===== config.mk =====
export PLATFORM = sky130hd
export DESIGN_NAME = ext_bus_strobe_gen
export DESIGN_NICKNAME = d
export VERILOG_FILES = /design/src/rtl/ext_bus_strobe_gen.sv
export SDC_FILE = /design/constraint.sdc
export NUM_CORES = 1
export LEC_CHECK = 0
export BUFFER_PORTS_ARGS = -buffer_cell sky130_fd_sc_hd__clkbuf_2
export CORE_AREA = 2 2 39 41
export DETAILED_ROUTE_END_ITERATION = 6
export DIE_AREA = 0 0 41 43
export RECOVER_POWER = 100
export SKIP_LAST_GASP = 1
export SLEW_MARGIN = 20
export SYNTH_ARGS = -nofsm -noshare
export SYNTH_HDL_FRONTEND = slang
export SYNTH_SLANG_ARGS = --single-unit

===== constraint.sdc =====
create_clock -name clk -period 1.6 [get_ports clk]
set_input_delay 0.08 -clock clk [delete_from_list [all_inputs] [get_ports clk]]
set_output_delay 0.08 -clock clk [all_outputs]
set_load 0.03 [all_outputs]

===== src/rtl/ext_bus_strobe_gen.sv =====
module ext_bus_strobe_gen #(
  parameter int CYC_LEN = 12,
  parameter int PULSE_W = 2,
  parameter int RD_W    = 3
) (
  input  logic clk,
  input  logic rst_n,
  input  logic xdata_cyc,
  input  logic code_rd_op,
  input  logic ext_exec,
  input  logic latch_off,
  output logic ale,
  output logic ale_drive,
  output logic prog_rd_n
);
  localparam int HALF = CYC_LEN / 2;
  localparam int PH_W = $clog2(CYC_LEN);
  typedef logic [PH_W-1:0] ph_t;
  localparam ph_t P_LAST = ph_t'(CYC_LEN - 1);
  localparam ph_t P_HALF = ph_t'(HALF);
  localparam ph_t P_PW   = ph_t'(PULSE_W);
  localparam ph_t P_HEND = ph_t'(HALF + PULSE_W);
  localparam ph_t P_RD0  = ph_t'(HALF - RD_W);
  localparam ph_t P_RD1  = ph_t'(CYC_LEN - RD_W);

  ph_t  phase;
  logic xd_q, cr_q, ex_q, off_q;

  always_ff @(posedge clk) begin
    if (!rst_n) begin
      phase <= '0;
      xd_q  <= 1'b0;
      cr_q  <= 1'b0;
      ex_q  <= 1'b0;
      off_q <= 1'b0;
    end else begin
      phase <= (phase == P_LAST) ? '0 : phase + 1'b1;
      if (phase == P_LAST) begin
        xd_q  <= xdata_cyc;
        cr_q  <= code_rd_op;
        ex_q  <= ext_exec;
        off_q <= latch_off;
      end
    end
  end

  logic slot_a, slot_b, rd_slot, latch_en;
  assign slot_a   = phase < P_PW;
  assign slot_b   = (phase >= P_HALF) && (phase < P_HEND);
  assign rd_slot  = ((phase >= P_RD0) && (phase < P_HALF)) || (phase >= P_RD1);
  assign latch_en = !off_q || ex_q || xd_q || cr_q;

  assign ale       = latch_en ? (slot_a || (slot_b && !xd_q)) : 1'b1;
  assign ale_drive = latch_en;
  assign prog_rd_n = !(ex_q && !xd_q && rd_slot);

  a_r1_ctrl_hold: assert property (@(posedge clk) disable iff (!rst_n)
    (phase != '0) |-> $stable({xd_q, cr_q, ex_q, off_q}));
  a_r2_pulse_width: assert property (@(posedge clk) disable iff (!rst_n)
    ((PULSE_W > 1) && $rose(ale)) |=> ale);
  a_r3_second_half_quiet: assert property (@(posedge clk) disable iff (!rst_n)
    (xd_q && phase >= P_HALF) |-> !(ale && ale_drive));
  a_r4_weak_high: assert property (@(posedge clk) disable iff (!rst_n)
    !ale_drive |-> ale);
  a_r7_no_overlap: assert property (@(posedge clk) disable iff (!rst_n)
    (ale && ale_drive) |-> prog_rd_n);
  a_r9_internal_fetch: assert property (@(posedge clk) disable iff (!rst_n)
    !ex_q |-> prog_rd_n);
endmodule


==> flow_summary.json <==
{
  "placed_area_um2": 475.5,
  "clock-sinks": 8,
  "swShare": 0.2483,
  "synth_cell_types": 18,
  "synth_area_um2": 420.4,
  "drv_cap": 0,
  "ir_drop_uv": 388.9,
  "dr.pass1.iters": 4,
  "holdBufCountCts": 0,
  "fill_cells": 159,
  "gp_congestion": 0.6479,
  "relSlewSlack": 0.7627,
  "setup_viol": 0,
  "grt_max_degree": 12,
  "hold_viol_final": 0,
  "grt_usage": 0.1054,
  "postRouteAntennaNets": 0,
  "finalClockSkew_ns": 0.004606,
  "drt_wl_total_um": 764,
  "yosys_warnings": 0,
  "rsz0062_at_grt": "false",
  "num-nets-final": 66,
  "core_mm2": 0.001384,
  "stdcell_area_um2": 533.0,
  "cts_buffers": 3,
  "multi_input_area_um2": 265.3,
  "wl_per_cell_um": 10.76,
  "htreeDepth": 1,
  "p_clk_frac": 0.356,
  "initialDrtViolationCount": 2,
  "regArea_um2": 165.2,
  "r2r_cells": 5,
  "criticalPathCategory": "reg -> out",
  "drive_gt1_frac": 0.3636,
  "leakagePower_nw": 0.2412,
  "diodes": 0,
  "fmax_mhz": 668.4,
  "drc": 0,
  "grt_pass1_vias": 289,
  "tightest_slew_ns": 0.3575,
  "p_seq_frac": 0.503,
  "crit_fanout": 5,
  "die_y_um": 43,
  "synth_seq_cells": 8,
  "area_growth_pct": 26.79,
  "fin_crit_sh": 0.9351,
  "start_util": 0.3038,
  "grt.overflow.total": 0,
  "io_buffer_count": 8,
  "dieArea_mm2": 0.001763,
  "yosysSeqAreaShare": 0.3810,
  "num_vias": 340,
  "p_int_w": 0.0003221,
  "cp-start-kind": "flip-flop",
  "switchingPower_w": 0.0001064,
  "comb_power_share": 0.142,
  "syn-num-nets": 53,
  "hold_class": "in -> reg",
  "synthCells": 44,
  "clk_pin_slew_ns": 0.06,
  "worstPathRequired_ns": 1.52,
  "drv_slew": 0,
  "cp-end-kind": "output port",
  "die_w_um": 41,
  "avgSynthCellArea_um2": 9.555,
  "cts_root_buf": "clkbuf_4",
  "cts_tree": "done",
  "cts_max_path_buffers": 2,
  "vias_per_cell": 4.789,
  "cp.arrival_ns": 1.42,
  "fin_crit_ns": 1.496,
  "ios": 9,
  "clk-insertion-delay-late_ns": 0.25,
  "grt_antenna_before_repair": 0,
  "hpwlAfterDp_um": 565.4,
  "rows": 14,
  "cellPowerDensity_mw_per_mm2": 804.0,
  "grt_pass1_wl_um": 1179,
  "outcome": "finished clean",
  "worstHoldPathCells": 3,
  "setup_tns_ns": 0
}
==> area by class of cell <==
class / instances / area share
inverters: 3 / 0.02113
flip-flops and latches: 8 / 0.3099
clock buffers: 3 / 0.04225
multi-input cells: 32 / 0.4977
well taps: 16 / 0.03756
repair buffers: 9 / 0.09155
==> worst paths after layout <==
kind               end  startpoint  slack (ns)
max          prog_rd_n    phase[1]        0.10
min               cr_q  code_rd_op        0.09
max reg2reg       xd_q    phase[1]        0.20
min reg2reg       cr_q        cr_q        0.53
==> routing by layer <==
metal	up-vias	GRT usage	wire length, um
met3	2	0.07853	38
met4	0	0.06000	14
met1	154	0.1158	353
met5	-	0	0
li1	175	-	-
met2	9	0.1406	357
==> placed cells by master, fill, tap and decap left out, drive strengths merged, types with 2 or more instances in the layout <==
cell,n
ha,3
inv,3
dfxtp,8
nand2,2
clkbuf,10
buf,2
nor3b,2
and3,3
o21ai,2
nor2,3
nor2b,5
mux2i,5
==> synth_stat cells <==
cell type / n / area, um2
o21ai_0: 2 / 10.01
nor2_1: 3 / 11.26
nor3b_1: 2 / 15.01
o31a_1: 1 / 8.760
ha_1: 3 / 37.54
nor3_1: 1 / 5.000
nor2b_1: 5 / 31.28
nand2_1: 2 / 7.510
or4b_4: 1 / 13.76
and3_1: 3 / 18.77
and3b_1: 1 / 8.760
nor4bb_1: 1 / 10.01
nand3b_2: 1 / 11.26
inv_1: 3 / 11.26
mux2i_1: 5 / 50.05
dfxtp_1: 8 / 160.2
buf_2: 1 / 5.000
a21oi_1: 1 / 5.000
==> what timing repair did <==
| item | in CTS | in global routing |
|---|---|---|
| buffers inserted | 1 | 0 |
| endpoints found under the setup margin | 1 | 1 |
| pin swaps | 2 | 2 |
| resized for setup | 6 | 8 |
| hold endpoints to repair | 0 | 0 |
==> through the flow <==
stage | worst slack, ns | util | cells | hold WS, ns | power (W)
global route | 0.001984 | 0.3852 | 71 | 0.09532 | 0.0004653
CTS | 0.01124 | 0.3707 | 71 | 0.08094 | 0.0004320
global placement | 0.2071 | 0.3436 | 67 | 0.3358 | 0.0002672
floorplan | 0.1394 | - | 44 | 0.2079 | 0.0002521
finish | 0.1038 | 0.3852 | 71 | 0.08795 | 0.0004285
detailed placement | 0.1619 | 0.3436 | 67 | 0.3449 | 0.0002696
==> flip-flops by register name, summed over array words and instances, names as in the netlist <==
register	cells
cr_q	1
off_q	1
xd_q	1
phase	4
ex_q	1
==> cell families (layout without fill, tap and decap cells) <==
logic type	after synthesis	in the layout	share of synthesized area
flip-flops	8	8	0.3809
multiplexers	5	5	0.1191
buffers and inverters	4	15	0.03868
AND/OR/NAND/NOR	20	20	0.3155
adder cells (fa/ha/maj)	3	3	0.08930
AO/OA/AOI/OAI	4	4	0.05654
==> critical path, stage by stage (launching register included) <==
cell     delay, ns
dfxtp_4       0.34
buf_4         0.14
ha_1          0.23
nor2_1        0.11
a21oi_1       0.05
o21ai_1       0.12
buf_4         0.17
==> power groups by stage <==
stage / clock (W) / sequential [W] / combinational, W
global route: 0.000180 / 0.000217 / 0.0000691
detailed placement: 0 / 0.000220 / 0.0000494
global placement: 0 / 0.000219 / 0.0000482
floorplan: 0 / 0.000215 / 0.0000369
CTS: 0.000161 / 0.000215 / 0.0000563
finish: 0.000152 / 0.000215 / 0.0000607
No activity file was read; power rests on OpenSTA's default activity.
